[src/rtl/pcd_pkg.sv]
package pcd_pkg;

  localparam int PCD_WORD_W = 8;

  typedef enum logic [1:0] {
    MODE_ACTIVE  = 2'd0,
    MODE_STANDBY = 2'd1,
    MODE_CMDA    = 2'd2,
    MODE_CMDB    = 2'd3
  } mode_e;

  // strobes from control to datapath
  typedef struct packed {
    logic restart;    // current bit broke the run: it becomes bit 0 of a new fill
    logic loadCand;   // current bit completes a fill: capture the candidate word
    logic passAudio;  // audio strobe enabled
  } ctrl_s;

  // true when w equals some rotation of r
  function automatic logic isRot(input logic [PCD_WORD_W-1:0] w,
                                 input logic [PCD_WORD_W-1:0] r);
    logic [2*PCD_WORD_W-1:0] d;
    logic hit;
    d   = {r, r};
    hit = 1'b0;
    for (int k = 0; k < PCD_WORD_W; k++) begin
      if (d[k +: PCD_WORD_W] == w) hit = 1'b1;
    end
    return hit;
  endfunction

endpackage

[src/rtl/pcd_datapath.sv]
module pcd_datapath
  import pcd_pkg::*;
(
  input  logic                  clk,
  input  logic                  rstN,
  input  logic                  pdmClk,
  input  logic                  pdmData,
  input  logic                  chanSel,
  input  ctrl_s                 ctrl,
  output logic                  bitStb,
  output logic                  bitVal,
  output logic                  bitHit,
  output logic                  wordEnd,
  output logic [PCD_WORD_W-1:0] candWord,
  output logic [PCD_WORD_W-1:0] fillWord,
  output logic                  audioBit,
  output logic                  audioValid
);

  localparam int POS_W = $clog2(PCD_WORD_W);
  localparam logic [POS_W-1:0] POS_MAX = POS_W'(PCD_WORD_W - 1);

  logic [1:0] clkSync, datSync;
  logic       clkPrev;
  logic [PCD_WORD_W-1:0] shReg, candReg;
  logic [POS_W-1:0]      bitPos;

  // two-flop synchronizers and edge pick
  always_ff @(posedge clk) begin
    if (!rstN) begin
      clkSync <= '0;
      datSync <= '0;
      clkPrev <= 1'b0;
      bitStb  <= 1'b0;
      bitVal  <= 1'b0;
    end else begin
      clkSync <= {clkSync[0], pdmClk};
      datSync <= {datSync[0], pdmData};
      clkPrev <= clkSync[1];
      bitStb  <= chanSel ? (clkPrev & ~clkSync[1]) : (~clkPrev & clkSync[1]);
      bitVal  <= datSync[1];
    end
  end

  assign fillWord = {shReg[PCD_WORD_W-2:0], bitVal};
  assign candWord = candReg;
  assign wordEnd  = (bitPos == POS_MAX);
  assign bitHit   = (bitVal == candReg[POS_MAX - bitPos]);

  // shift register, candidate and bit position
  always_ff @(posedge clk) begin
    if (!rstN) begin
      shReg   <= '0;
      candReg <= '0;
      bitPos  <= '0;
    end else if (bitStb) begin
      shReg  <= fillWord;
      bitPos <= ctrl.restart ? POS_W'(1) : bitPos + 1'b1;
      if (ctrl.restart)       candReg <= '0;
      else if (ctrl.loadCand) candReg <= fillWord;
    end
  end

  // audio output
  always_ff @(posedge clk) begin
    if (!rstN) begin
      audioBit   <= 1'b0;
      audioValid <= 1'b0;
    end else begin
      audioValid <= bitStb & ctrl.passAudio;
      if (bitStb) audioBit <= bitVal;
    end
  end


  audio_from_bit_chk: assert property (@(posedge clk) disable iff (!rstN)
    audioValid |-> $past(bitStb));

endmodule

[src/rtl/pcd_control.sv]
module pcd_control
  import pcd_pkg::*;
#(
  parameter int                    REPS      = 128,
  parameter int                    EXIT_BITS = 1024,
  parameter logic [PCD_WORD_W-1:0] STBY_WORD = 8'hAC,
  parameter logic [PCD_WORD_W-1:0] CMDA_WORD = 8'hF0,
  parameter logic [PCD_WORD_W-1:0] CMDB_WORD = 8'hCC
) (
  input  logic                  clk,
  input  logic                  rstN,
  input  logic                  bitStb,
  input  logic                  bitHit,
  input  logic                  wordEnd,
  input  logic [PCD_WORD_W-1:0] candWord,
  input  logic [PCD_WORD_W-1:0] fillWord,
  output ctrl_s                 ctrl,
  output mode_e                 modeQ,
  output logic                  modeChange
);

  localparam int REP_W  = $clog2(REPS);
  localparam int EXIT_W = $clog2(EXIT_BITS + 1);

  logic              haveCand, fired;
  logic [REP_W-1:0]  repCnt;
  logic [EXIT_W-1:0] exitCnt, exitNext;
  logic              accept, hasMode, trackNext, exitFire;
  mode_e             wordMode, modeNext;

  always_comb begin
    ctrl.restart   = bitStb & haveCand & ~bitHit;
    ctrl.loadCand  = bitStb & ~haveCand & wordEnd;
    ctrl.passAudio = (modeQ != MODE_STANDBY);
  end

  assign accept = bitStb & haveCand & bitHit & wordEnd & ~fired &
                  (repCnt == REP_W'(REPS - 1));

  // classify the candidate at any alignment
  always_comb begin
    hasMode  = 1'b1;
    wordMode = MODE_ACTIVE;
    if (isRot(candWord, STBY_WORD))      wordMode = MODE_STANDBY;
    else if (isRot(candWord, CMDA_WORD)) wordMode = MODE_CMDA;
    else if (isRot(candWord, CMDB_WORD)) wordMode = MODE_CMDB;
    else                                 hasMode  = 1'b0;
  end

  // standby word tracked after this bit
  always_comb begin
    if (ctrl.restart)       trackNext = 1'b0;
    else if (ctrl.loadCand) trackNext = isRot(fillWord, STBY_WORD);
    else                    trackNext = haveCand & isRot(candWord, STBY_WORD);
  end

  assign exitNext = exitCnt + 1'b1;
  assign exitFire = bitStb & (modeQ == MODE_STANDBY) & ~trackNext &
                    (exitNext == EXIT_W'(EXIT_BITS));

  // command acceptance has priority over the standby exit
  always_comb begin
    if (accept && hasMode) modeNext = wordMode;
    else if (exitFire)     modeNext = MODE_ACTIVE;
    else                   modeNext = modeQ;
  end

  always_ff @(posedge clk) begin
    if (!rstN) begin
      haveCand <= 1'b0;
      fired    <= 1'b0;
      repCnt   <= '0;
    end else if (bitStb) begin
      if (!haveCand) begin
        if (wordEnd) begin
          haveCand <= 1'b1;
          repCnt   <= REP_W'(1);
        end
      end else if (!bitHit) begin
        haveCand <= 1'b0;
        fired    <= 1'b0;
        repCnt   <= '0;
      end else if (wordEnd && !fired) begin
        if (accept) fired  <= 1'b1;
        else        repCnt <= repCnt + 1'b1;
      end
    end
  end

  always_ff @(posedge clk) begin
    if (!rstN) begin
      modeQ      <= MODE_ACTIVE;
      modeChange <= 1'b0;
      exitCnt    <= '0;
    end else begin
      modeQ      <= modeNext;
      modeChange <= (modeNext != modeQ);
      if (modeQ != MODE_STANDBY || modeNext != modeQ) exitCnt <= '0;
      else if (bitStb) exitCnt <= trackNext ? '0 : exitNext;
    end
  end


  change_has_new_mode_chk: assert property (@(posedge clk) disable iff (!rstN)
    modeChange |-> (modeQ != $past(modeQ)));

  mode_move_flagged_chk: assert property (@(posedge clk) disable iff (!rstN)
    (modeQ != $past(modeQ)) |-> modeChange);

  change_on_bit_chk: assert property (@(posedge clk) disable iff (!rstN)
    modeChange |-> $past(bitStb));

  exit_bound_chk: assert property (@(posedge clk) disable iff (!rstN)
    exitCnt < EXIT_W'(EXIT_BITS));

endmodule

[src/rtl/pdm_ctrl_detect.sv]
module pdm_ctrl_detect
  import pcd_pkg::*;
#(
  parameter int                    REPS      = 128,
  parameter int                    EXIT_BITS = 1024,
  parameter logic [PCD_WORD_W-1:0] STBY_WORD = 8'hAC,
  parameter logic [PCD_WORD_W-1:0] CMDA_WORD = 8'hF0,
  parameter logic [PCD_WORD_W-1:0] CMDB_WORD = 8'hCC
) (
  input  logic       clk,
  input  logic       rstN,
  input  logic       pdmClk,
  input  logic       pdmData,
  input  logic       chanSel,
  output logic       audioBit,
  output logic       audioValid,
  output logic [1:0] mode,
  output logic       modeChange
);

  ctrl_s ctrl;
  mode_e modeQ;
  logic  bitStb, bitVal, bitHit, wordEnd;
  logic [PCD_WORD_W-1:0] candWord, fillWord;

  pcd_datapath i_dp (
    .clk(clk), .rstN(rstN), .pdmClk(pdmClk), .pdmData(pdmData), .chanSel(chanSel),
    .ctrl(ctrl), .bitStb(bitStb), .bitVal(bitVal), .bitHit(bitHit), .wordEnd(wordEnd),
    .candWord(candWord), .fillWord(fillWord), .audioBit(audioBit), .audioValid(audioValid)
  );

  pcd_control #(
    .REPS(REPS), .EXIT_BITS(EXIT_BITS),
    .STBY_WORD(STBY_WORD), .CMDA_WORD(CMDA_WORD), .CMDB_WORD(CMDB_WORD)
  ) i_ctl (
    .clk(clk), .rstN(rstN), .bitStb(bitStb), .bitHit(bitHit), .wordEnd(wordEnd),
    .candWord(candWord), .fillWord(fillWord), .ctrl(ctrl), .modeQ(modeQ),
    .modeChange(modeChange)
  );

  assign mode = modeQ;


  quiet_in_standby_chk: assert property (@(posedge clk) disable iff (!rstN)
    audioValid |-> ($past(mode) != 2'd1));

endmodule

[config.mk]
export PLATFORM = sky130hd
export DESIGN_NAME = pdm_ctrl_detect
export DESIGN_NICKNAME = d
export VERILOG_FILES = /design/src/rtl/pcd_pkg.sv /design/src/rtl/pcd_datapath.sv /design/src/rtl/pcd_control.sv /design/src/rtl/pdm_ctrl_detect.sv
export SDC_FILE = /design/constraint.sdc
export NUM_CORES = 1
export LEC_CHECK = 0
export ABC_CLOCK_PERIOD_IN_PS = 3350
export CAP_MARGIN = 20
export CORE_MARGIN = 2
export CORE_UTILIZATION = 40
export CTS_CLUSTER_SIZE = 40
export DETAILED_ROUTE_END_ITERATION = 16
export DONT_BUFFER_PORTS = 1
export MAX_ROUTING_LAYER = met4
export PLACE_DENSITY_LB_ADDON = 0.12
export SYNTH_ARGS = -nofsm -noshare
export SYNTH_HDL_FRONTEND = slang
export SYNTH_SLANG_ARGS = --single-unit
[constraint.sdc]
create_clock -name clk -period 3.35 [get_ports clk]
set_clock_uncertainty 0.2 [all_clocks]
set_input_delay 0.67 -clock clk [delete_from_list [all_inputs] [get_ports clk]]
set_output_delay 0.67 -clock clk [all_outputs]
set_load 0.01 [all_outputs]
Word level (Yosys, flattened, before mapping)
Index checks and enable logic that the tools add are counted.
{"block": "totals", "latch_bits": 0, "regBits": 50, "ram_bits": 0, "out_inout_bits": 5, "mem_count": 0, "inputBits": 5, "word_cells": 153, "romBits": 0}
{"block": "classes", "bitwise": 22, "div": 0, "eq_ne": 39, "addsub": 4, "magnitude_cmp": 1, "reduce_logical": 10, "multipliers": 0, "shift": 0, "n_mux": 61}
{"cell": "$eq A8 B8 Y1 const A", "count": 14}
{"cell": "$eq A7 B8 Y1 const A", "count": 8}
{"cell": "$mux W1", "count": 46}
{"cell": "$mux W7", "count": 5}
{"cell": "$eq A6 B8 Y1 const A", "count": 4}
{"cell": "$mux W8", "count": 2}
{"cell": "$and A1 B1 Y1", "count": 15}
{"cell": "$add A11 B1 Y11 const B", "count": 1}
{"cell": "$eq A11 B11 Y1 const B", "count": 1}
{"cell": "$mux W11", "count": 1}
{"cell": "$mux W2", "count": 5}
{"cell": "$eq A4 B8 Y1 const A", "count": 1}
{"cell": "$eq A5 B8 Y1 const A", "count": 1}
{"cell": "$reduce_and A4 Y1", "count": 2}
{"cell": "$add A7 B1 Y7 const B", "count": 1}
{"cell": "$eq A7 B7 Y1 const B", "count": 1}
{"cell": "$not A1 Y1", "count": 7}
{"cell": "$ne A3 B3 Y1 const B", "count": 2}
{"cell": "$lt A3 B4 Y1 const B", "count": 1}
{"cell": "$ne A2 B2 Y1 const B", "count": 2}
{"cell": "$reduce_bool A2 Y1", "count": 2}
{"cell": "$add A3 B1 Y3 const B", "count": 1}
{"cell": "$bmux W1 S3", "count": 1}
{"cell": "$eq A3 B3 Y1 const B", "count": 1}
{"cell": "other kinds (11)", "count": 12}

Longest topological paths before layout
Gate-level depths: netlist (run 1).
{"block": "depth", "ltp_word": 22, "ltp_mapped": 11, "depth_no_buf": 9}

Modules after synthesis
A second synthesis (run 1) with hierarchy kept.
{"block": "unflattened", "cells_unflattened": 321, "hier_area_um2": 2937.8}
{"module": "pcd_control", "area_each_um2": 1918.1, "n_inst": 1, "seq_area_each_um2": 460.4, "cells_each": 227}
{"module": "pcd_datapath", "area_each_um2": 1019.7, "n_inst": 1, "seq_area_each_um2": 520.5, "cells_each": 94}

Worst setup path before layout (run 1)
OpenSTA, ideal clock, no wires.
{"block": "synth_path", "path_type": "reg-to-reg", "start": "register i_dp.bitPos[2]", "end": "register i_ctl.exitCnt[3]", "synth_period_minus_slack_ns": 2.620, "setup_time_ns": 0.124, "t_arrival_ns": 2.296, "required_time_ns": 3.026, "path_stages_with_launch": 10, "slack_ns": 0.730, "path_cell_list": "dfxtp_1 mux4_1 mux2i_4 xor2_1 o22ai_1 or3_1 buf_6 buf_6 nand3b_2 a31oi_2"}
{"block": "synth_between", "elab_chain_len": 15}
{"item": "from (decl)", "line_no": "pcd_datapath.sv:26", "source": "logic [POS_W-1:0] bitPos;"}
{"item": "from (signal assigned)", "line_no": "pcd_datapath.sv:58", "source": "bitPos <= ctrl.restart ? POS_W'(1) : bitPos + 1'b1;"}
{"item": "$sub A3 B3 Y3", "line_no": "pcd_datapath.sv:48", "source": "assign bitHit = (bitVal == candReg[POS_MAX - bitPos]);"}
{"item": "$bmux W1 S3", "line_no": "pcd_datapath.sv:48"}
{"item": "$mux W1 (implied by the code)", "line_no": "pcd_datapath.sv:48"}
{"item": "$eq A1 B1 Y1", "line_no": "pcd_datapath.sv:48"}
{"item": "$not A1 Y1", "line_no": "pcd_control.sv:32", "source": "ctrl.restart = bitStb & haveCand & ~bitHit;"}
{"item": "$and A1 B1 Y1", "line_no": "pcd_control.sv:32"}
{"item": "$mux W1", "line_no": "pcd_control.sv:52", "source": "if (ctrl.restart) trackNext = 1'b0;"}
{"item": "$not A1 Y1", "line_no": "pcd_control.sv:58", "source": "assign exitFire = bitStb & (modeQ == MODE_STANDBY) & ~trackNext &"}
{"item": "$and A1 B1 Y1 (2 in a row)", "line_no": "pcd_control.sv:58"}
{"item": "$mux W2", "line_no": "pcd_control.sv:64", "source": "else if (exitFire) modeNext = MODE_ACTIVE;"}
{"item": "$mux W2", "line_no": "pcd_control.sv:63", "source": "if (accept && hasMode) modeNext = wordMode;"}
{"item": "$ne A2 B2 Y1", "line_no": "pcd_control.sv:98", "source": "if (modeQ != MODE_STANDBY || modeNext != modeQ) exitCnt <= '0;"}
{"item": "$logic_or A1 B1 Y1", "line_no": "pcd_control.sv:98"}
{"item": "$reduce_or A2 Y1 (no source line)"}
{"item": "to (signal assigned)", "line_no": "pcd_control.sv:99", "source": "else if (bitStb) exitCnt <= trackNext ? '0 : exitNext;"}
{"item": "to (decl)", "line_no": "pcd_control.sv:27", "source": "logic [EXIT_W-1:0] exitCnt, exitNext;"}
Several ways; a longest one is shown, not always the timed one. The select of a mux whose other input is x is not followed.
A chain may end at the register's enable or synchronous reset.

Worst setup path after layout (run 1)
{"block": "layout_path", "start": "register i_ctl.exitCnt[0]", "end": "register i_ctl.exitCnt[4]"}
{"block": "layout_between", "elab_chain_len": 8}
{"item": "$add A11 B1 Y11 *", "line_no": "pcd_control.sv:57", "source": "assign exitNext = exitCnt + 1'b1;"}
{"item": "$eq A11 B11 Y1", "line_no": "pcd_control.sv:59", "source": "(exitNext == EXIT_W'(EXIT_BITS));"}
{"item": "$and A1 B1 Y1", "line_no": "pcd_control.sv:58"}
{"item": "$mux W2", "line_no": "pcd_control.sv:64"}
{"item": "$mux W2", "line_no": "pcd_control.sv:63"}
{"item": "$ne A2 B2 Y1", "line_no": "pcd_control.sv:98"}
{"item": "$logic_or A1 B1 Y1", "line_no": "pcd_control.sv:98"}
{"item": "$reduce_or A2 Y1 (no source line)"}
Mark *: on every way between the ends. The rest lies on a longest branch, timed or not.

==> key figures, run 1 <==
Hold path
  – HP Class: reg -> reg
  – HP Start: i_dp.clkSync[0]$_SDFF_PN0_

Setup path
  – CP required: 3350 ps
  – Setup CP Type: reg -> reg
  – Slowest CP cell: a2111oi_0
  – Worst path bufs/invs: 1
  – R2R Path Start: i_ctl.exitCnt[0]$_SDFFE_PP0P_
  – Startpoint types: register
  – Crit-path leading delay family: compound AO/OA/AOI/OAI gates
  – Cell Chain, Critical Path: ha_1 > nand3_1 > nor2_1 > or4_1 > a2111oi_0 > o311ai_1 > o21ai_2 > buf_4 > a31oi_2
  – CP peak stage delay: 530 ps
  – Worst Setup SP: i_ctl.exitCnt[0]$_SDFFE_PP0P_
  – CP endpoint kind: register
  – CP Data Arrival Time: 2990 ps
  – Crit Path Max Fanout: 11

Final layout
  – Commonest non-fill, non-tap cell in the layout: dfxtp_1
  – Layout area overhead: 4.864%
  – Area of the multi-input gates: 1852 um^2
  – Final Core Density: 0.4299
  – # fillers: 737
  – Fin nets: 322
  – Final instance area: 3102 um^2
  – Antenna diode count: 0
  – Most frequent cells in the layout: 49 x dfxtp_1, 20 x nor4bb_1, 19 x nand2_1, 19 x nor2_1, 17 x nand2b_1
  – Fraction of layout cells with a size suffix above 1: 0.1246
  – Register area: 980.9 um^2

Drt
  – Drt total wl: 6.079 mm
  – Iteration-0 DRC Markers: 71
  – Vias post-DR: 2296
  – DRC violations left: 0
  – Post-DRT Antenna Nets: 0
  – Drt pass-1 iters: 4
  – Routed length per placed instance: 14.75 um
  – Vias/cell: 5.573

STA
  – Final Critical Period: 2992 ps
  – Slew Limit Fails: 0
  – Final Cycle Share: 0.8932
  – Relative slew slack: 0.5663
  – RSZ-0062 raised after global routing: no
  – Final hold violations: 0
  – Setup_tns: 0 ps
  – Slew @ Worst Pin: 648.1 ps
  – Final setup viols: 0
  – Hold WS: 240.0 ps
  – FMAX: 334.2 MHz

Power
  – IR drop worst, VDD: 0.2012 mV
  – Total power: 988.5 uW
  – Leakage Power: 0.9002 nW
  – Pwr Density: 318.7 nW/um^2

Synth
  – Flops & latches, synth: 49
  – Post-Syn Area: 2958 um^2
  – Synth Instances: 323
  – Ys flop type: dfxtp_1
  – EDFF count, synth: 0
  – Post-synth ARST share: 0
  – Sequential share of the synthesized area: 0.3316
  – Yosys cell types: 62
  – Syn_area_per_cell: 9.157 um^2
  – Ys Warns: 0
  – Mapped Nets: 333

Clocking
  – Reg clk slew, reported paths: 100 ps
  – Clock Tree Buf Depth: 2
  – Sinks on Clock Net: 49
  – # Post-CTS Setup Buffers: 0
  – CTS resizes: 0
  – Num CTS Buffers: 5
  – Max H-tree Level: 2
  – Clock Latency Late Sink: 310 ps
  – # hold bufs at CTS: 0
  – CTS tree: done
  – Clock root buffer: clkbuf_8

Place
  – IO buf count: 0
  – GPL Wtd Cong: 0.7778
  – DP HPWL: 4.107 mm
  – DP Area: 3002 um^2

Die
  – Initial Util: 0.4100
  – I/O pins: 10
  – Placeable Area: 7214 um^2
  – Row cnt: 31
  – Die Y: 89.99 um
  – Die area: 8098 um^2
  – Die X: 89.99 um

Global route
  – Total global routing overflow: 0
  – GRT Util Overall: 0.1610
  – Initial antenna violation count: 0
  – Vias in the first global route: 2119
  – Largest net degree at the start of global routing: 35
  – Global-route wire length before repair: 10.65 mm

Run
  – MaxCap Viol Count: 0

Outcome
  – Result of the run: completed
-- layer usage --
layer,global-route usage,part of all wire
met2,0.2367,0.44
met4,0.04231,0.0087
met3,0.02682,0.028
met1,0.2306,0.53
met5,-,0
-- cell usage after synthesis, drive strengths merged, types with 2 or more instances --
master | n | share of area
and3 | 4 | 0.0085
nand2 | 19 | 0.024
nand3b | 8 | 0.025
inv | 2 | 0.0025
buf | 6 | 0.018
dfxtp | 49 | 0.33
nand4bb | 3 | 0.011
mux4 | 2 | 0.016
or3 | 5 | 0.012
nor2b | 13 | 0.027
o211ai | 3 | 0.0076
nor4bb | 20 | 0.068
o21ai | 13 | 0.026
a22o | 8 | 0.024
nor3b | 2 | 0.0051
nor2 | 19 | 0.024
o22ai | 3 | 0.0063
and2 | 7 | 0.015
nand4 | 4 | 0.0085
a21boi | 7 | 0.018
a31oi | 9 | 0.027
xnor2 | 5 | 0.017
nor3 | 2 | 0.0034
ha | 5 | 0.021
o311ai | 2 | 0.0059
or4bb | 2 | 0.0076
xor2 | 4 | 0.012
nand2b | 17 | 0.036
o31ai | 2 | 0.0051
nand3 | 16 | 0.030
clkbuf | 17 | 0.022
a21oi | 13 | 0.033
nor4 | 3 | 0.0063
or4 | 2 | 0.0051
mux2i | 9 | 0.035
nand4b | 4 | 0.012
and4 | 3 | 0.0089
-- stage by stage --
step | setup WS [ps] | std cells
after floorplan | 730.1 | 323
after global placement | 420.4 | 404
after detailed placement | 393.1 | 404
after CTS | 369.1 | 412
after global routing | 160.1 | 412
final | 357.9 | 412
-- report_power, final --
part / total [mW] / switching, mW / internal (mW)
Sequential: 0.589 / 0.00371 / 0.586
Clock: 0.381 / 0.210 / 0.172
Combinational: 0.0176 / 0.00837 / 0.00924
Total: 0.988 / 0.222 / 0.767
-- path summary, 6_finish.rpt --
| path | end | slack [ps] | cells after the start |
|---|---|---|---|
| hold / removal | i_dp.clkSync[1]$_SDFF_PN0_ | 240 | 1 |
| setup reg to reg | i_ctl.exitCnt[4]$_SDFFE_PP0P_ | 360 | 9 |
| setup / recovery | i_ctl.exitCnt[4]$_SDFFE_PP0P_ | 360 | 9 |
| hold reg to reg | i_dp.clkSync[1]$_SDFF_PN0_ | 240 | 1 |
-- registers in the layout (all words and copies together) (netlist names) --
signal	flops
i_ctl.exitCnt	11
i_ctl.repCnt	7
i_dp.bitStb	1
i_ctl.fired	1
i_ctl.modeChange	1
i_dp.clkSync	2
i_dp.bitPos	3
i_ctl.haveCand	1
i_dp.datSync	2
i_ctl.modeQ	2
i_dp.clkPrev	1
i_dp.shReg	7
i_dp.audioValid	1
i_dp.candWord	8
i_dp.bitVal	1
-- area by class of cell --
cell class              count  share of cell area
flip-flops and latches     49              0.3163
clock inverters             2            0.005647
multi-input cells         249              0.5970
well taps                  99             0.03994
clock buffers               6             0.02662
repair buffers              5             0.01210
inverters                   2            0.002420
-- cell families (layout without fill, tap and decap cells) --
kind of cell / count (synthesis) / in the layout / synth area share
mux: 11 / 11 / 0.05119
compound gates: 67 / 67 / 0.1739
buf+inv: 25 / 15 / 0.04230
xor+xnor: 9 / 9 / 0.02919
fa+ha+maj: 5 / 5 / 0.02115
flops: 49 / 49 / 0.3316
simple gates: 157 / 157 / 0.3507
Note: power is estimated with default switching activity, not from simulation.
==> run 2: changes to the inputs <==
- GPL_TIMING_DRIVEN: unset -> 0
- SYNTH_HIERARCHICAL: unset -> 1
==> run 2 against run 1 <==
Effect of this change: register-to-register slack worse by 40 ps; worst setup slack worse by 42 ps; sequential power about the same; total power up 4.7%; critical path depth up 3; flip-flop and latch count unchanged; die area down 0.64%; combinational power up 14%.
==> key figures, run 2 <==
Die
  – Die X: 89.70 um (was 89.99 um)
  – Initial Util: 0.4094 (was 0.4100)
  – Placeable Area: 7176 um^2 (was 7214 um^2)
  – I/O pins: 10 (unchanged)
  – Die Y: 89.70 um (was 89.99 um)
  – Die area: 8046 um^2 (was 8098 um^2)
  – Row cnt: 31 (unchanged)

Final layout
  – Commonest non-fill, non-tap cell in the layout: dfxtp_1 (unchanged)
  – Post-Layout Cell Count: 428 (was 412)
  – Area of the multi-input gates: 1819 um^2 (was 1852 um^2)
  – Max reg flops: 11 (unchanged)
  – Fraction of layout cells with a size suffix above 1: 0.1368 (was 0.1246)
  – # fillers: 735 (was 737)
  – Final Core Density: 0.4455 (was 0.4299)
  – Final instance area: 3197 um^2 (was 3102 um^2)
  – Register area: 983.4 um^2 (was 980.9 um^2)
  – Most frequent cells in the layout: 47 x dfxtp_1, 24 x nor2b_1, 22 x nand2_1, 22 x nor4bb_1, 15 x nor2_1 (was 49 x dfxtp_1, 20 x nor4bb_1, 19 x nand2_1, 19 x nor2_1, 17 x nand2b_1)
  – Most flop-heavy register: i_ctl/exitCnt (was i_ctl.exitCnt)
  – Layout area overhead: 8.816% (was 4.864%)
  – Fin nets: 338 (was 322)
  – Antenna diode count: 0 (unchanged)

Drt
  – Vias post-DR: 2331 (was 2296)
  – Drt total wl: 6.329 mm (was 6.079 mm)
  – Vias/cell: 5.446 (was 5.573)
  – Routed length per placed instance: 14.79 um (was 14.75 um)
  – Drt pass-1 iters: 4 (unchanged)
  – DRC violations left: 0 (unchanged)
  – Post-DRT Antenna Nets: 0 (unchanged)
  – Iteration-0 DRC Markers: 106 (was 71)

Synth
  – Post-Syn Area: 2938 um^2 (was 2958 um^2)
  – Cell accounting for the most synthesized area: dfxtp_1 (unchanged)
  – Largest cells by area after synthesis: dfxtp_1 33%, nor4bb_1 7.5%, nor2b_1 5.1%, nor4b_2 4.6%, mux2i_1 4.1% (was dfxtp_1 33%, nor4bb_1 6.8%, nand2b_1 3.6%, nor2b_1 2.7%, mux2i_1 2.7%)
  – Synth Instances: 321 (was 323)
  – Flops & latches, synth: 49 (unchanged)
  – Top-count cell post-synth: dfxtp_1 (unchanged)
  – Yosys cell types: 50 (was 62)
  – EDFF count, synth: 0 (unchanged)
  – Synth top area share: 0.3339 (was 0.3316)
  – Sequential share of the synthesized area: 0.3339 (was 0.3316)
  – Commonest cells post-synth: 49 x dfxtp_1, 24 x nor2b_1, 22 x nand2_1, 22 x nor4bb_1, 15 x nor2_1 (was 49 x dfxtp_1, 20 x nor4bb_1, 19 x nand2_1, 19 x nor2_1)
  – Ys Warns: 6 (was 0)
  – Post-synth ARST share: 0 (unchanged)
  – Mapped Nets: 331 (was 333)
  – Ys flop type: dfxtp_1 (unchanged)
  – Syn_area_per_cell: 9.152 um^2 (was 9.157 um^2)

Clocking
  – Clock Latency Late Sink: 310 ps (about the same)
  – Sinks on Clock Net: 49 (unchanged)
  – Reg clk slew, reported paths: 90 ps (was 100 ps)
  – Num CTS Buffers: 5 (unchanged)
  – Clock root buffer: clkbuf_8 (unchanged)
  – Clock Tree Buf Depth: 2 (unchanged)
  – CTS tree: done (unchanged)
  – Max H-tree Level: 2 (unchanged)

STA
  – Relative slew slack: 0.5140 (was 0.5663)
  – Slew @ Worst Pin: 721.4 ps (was 648.1 ps)
  – Final setup viols: 0 (unchanged)
  – Final Critical Period: 3035 ps (was 2992 ps)
  – Final hold violations: 0 (unchanged)
  – FMAX: 329.5 MHz (was 334.2 MHz)
  – Slew Limit Fails: 0 (unchanged)
  – Final Cycle Share: 0.9058 (was 0.8932)
  – RSZ-0062 raised after global routing: no (unchanged)

Power
  – Reg power frac: 0.568 (was 0.596)
  – Cell-internal power: 819.5 uW (was 766.7 uW)
  – Pwr Density: 323.9 nW/um^2 (was 318.7 nW/um^2)
  – IR drop worst, VDD: 0.1979 mV (was 0.2012 mV)
  – Leakage Power: 1.038 nW (was 0.9002 nW)
  – Combinational power share: 0.019 (was 0.018)
  – Clock power frac: 0.412 (was 0.386)
  – Sw Ratio: 0.2085 (was 0.2243)
  – Switching power: 215.8 uW (was 221.7 uW)

Place
  – GPL Wtd Cong: 0.7605 (was 0.7778)
  – IO buf count: 0 (unchanged)
  – DP HPWL: 4.340 mm (was 4.107 mm)
  – DP Area: 3062 um^2 (was 3002 um^2)
  – Placed Cells: 420 (was 404)

Setup path
  – R2r setup slk: 320 ps (was 360 ps)
  – Startpoint types: register (unchanged)
  – Setup CP Type: reg -> reg (unchanged)
  – Reg2Reg Capture Point: i_ctl/exitCnt[2]$_SDFFE_PP0P_ (was i_ctl.exitCnt[4]$_SDFFE_PP0P_)
  – R2R Path Start: i_dp/bitPos[0]$_SDFFE_PN0P_ (was i_ctl.exitCnt[0]$_SDFFE_PP0P_)
  – Worst R2R Path Depth: 12 (was 9)
  – CP Data Arrival Time: 3050 ps (was 2990 ps)
  – CP endpoint kind: register (unchanged)
  – Crit Path Max Fanout: 10 (was 11)
  – CP required: 3360 ps (was 3350 ps)

Hold path
  – Hold EP: i_dp/clkSync[1]$_SDFF_PN0_ (was i_dp.clkSync[1]$_SDFF_PN0_)
  – HP Start: i_dp/clkSync[0]$_SDFF_PN0_ (was i_dp.clkSync[0]$_SDFF_PN0_)
  – Hold Path Depth: 1 (unchanged)
  – HP Class: reg -> reg (unchanged)

Outcome
  – Result of the run: completed (unchanged)

Global route
  – GRT Util Overall: 0.1675 (was 0.1610)
  – Total global routing overflow: 0 (unchanged)
  – Vias in the first global route: 2219 (was 2119)
  – Initial antenna violation count: 0 (unchanged)
  – Global-route wire length before repair: 10.96 mm (was 10.65 mm)
  – Largest net degree at the start of global routing: 16 (was 35)

Run
  – MaxCap Viol Count: 0 (unchanged)
## run 2: cells by family (layout without fill, tap and decap cells)
group / after synthesis / after routing / synth area share
simple gates: 148 / 148 / 0.3595
compound gates: 54 / 54 / 0.1133
flops: 49 / 49 / 0.3339
buf+inv: 29 / 37 / 0.05409
xor+xnor: 22 / 22 / 0.06559
mux: 14 / 14 / 0.05239
fa+ha+maj: 5 / 5 / 0.02129
## run 2: worst max-delay path: stages, from the launching register on
cell	delay, ps
dfxtp_1	330
buf_6	130
mux2i_1	110
mux4_2	470
xor2_1	180
inv_1	100
nor4_4	320
nand3_4	180
a21o_1	180
o211ai_1	80
o211ai_1	170
buf_6	200
nor4b_2	280
## run 2: stage by stage
stage / TNS, ps / hold slack, ps / power, mW / setup slack, ps
after floorplan: 0 / 211.9 / 0.6173 / 389.1
final: 0 / 236.8 / 1.035 / 315.4
after global placement: 0 / 215.2 / 0.6222 / 38.80
after detailed placement: -48.56 / 220.3 / 0.6226 / -43.30
after global routing: 0 / 259.2 / 1.081 / 37.12
after CTS: 0 / 244.6 / 1.058 / 37.81
## run 2: cell type report
cell class,count,area share
plain buffers,21,0.04031
clock buffers,6,0.02270
clock inverters,2,0.01213
inverters,8,0.009393
multi-input cells,243,0.5691
flip-flops and latches,49,0.3076
well taps,99,0.03875
## run 2: how the worst max path moves through the flow
stage                                   from                              to  slack, ps  cells after the start
2_1_floorplan    i_dp/bitPos[0]$_SDFFE_PN0P_   i_ctl/exitCnt[0]$_SDFFE_PP0P_        390                     12
6_report         i_dp/bitPos[0]$_SDFFE_PN0P_   i_ctl/exitCnt[2]$_SDFFE_PP0P_        320                     12
5_1_grt          i_dp/bitPos[0]$_SDFFE_PN0P_  i_ctl/exitCnt[10]$_SDFFE_PP0P_         40                     12
3_5_place_dp   i_dp/candWord[7]$_SDFFE_PN0P_   i_ctl/exitCnt[2]$_SDFFE_PP0P_        -40                     11
4_1_cts        i_dp/candWord[7]$_SDFFE_PN0P_   i_ctl/exitCnt[2]$_SDFFE_PP0P_         40                     11
3_3_place_gp   i_dp/candWord[7]$_SDFFE_PN0P_   i_ctl/exitCnt[2]$_SDFFE_PP0P_         40                     11
## run 2: power by group through the flow
stage | combinational, mW | sequential [mW] | clock, mW
after floorplan | 0.0161 | 0.601 | 0
after CTS | 0.0205 | 0.589 | 0.449
after global routing | 0.0221 | 0.589 | 0.469
final | 0.0201 | 0.588 | 0.427
after detailed placement | 0.0205 | 0.602 | 0
after global placement | 0.0201 | 0.602 | 0
## run 2: metal layers
| metal | GRT usage | part of all wire | up-vias |
|---|---|---|---|
| met5 | - | 0 | - |
| met4 | 0.04359 | 0.0063 | 0 |
| met3 | 0.03772 | 0.025 | 2 |
| met2 | 0.2500 | 0.46 | 20 |
| met1 | 0.2310 | 0.51 | 1123 |
| li1 | - | - | 1186 |
## run 2: repair_timing
item	4_1_cts	5_1_grt
endpoints found under the setup margin	5	18
pin swaps	0	1
hold buffers	0	0
setup buffers	0	0
gates cloned	0	0
gates resized for setup	1	4
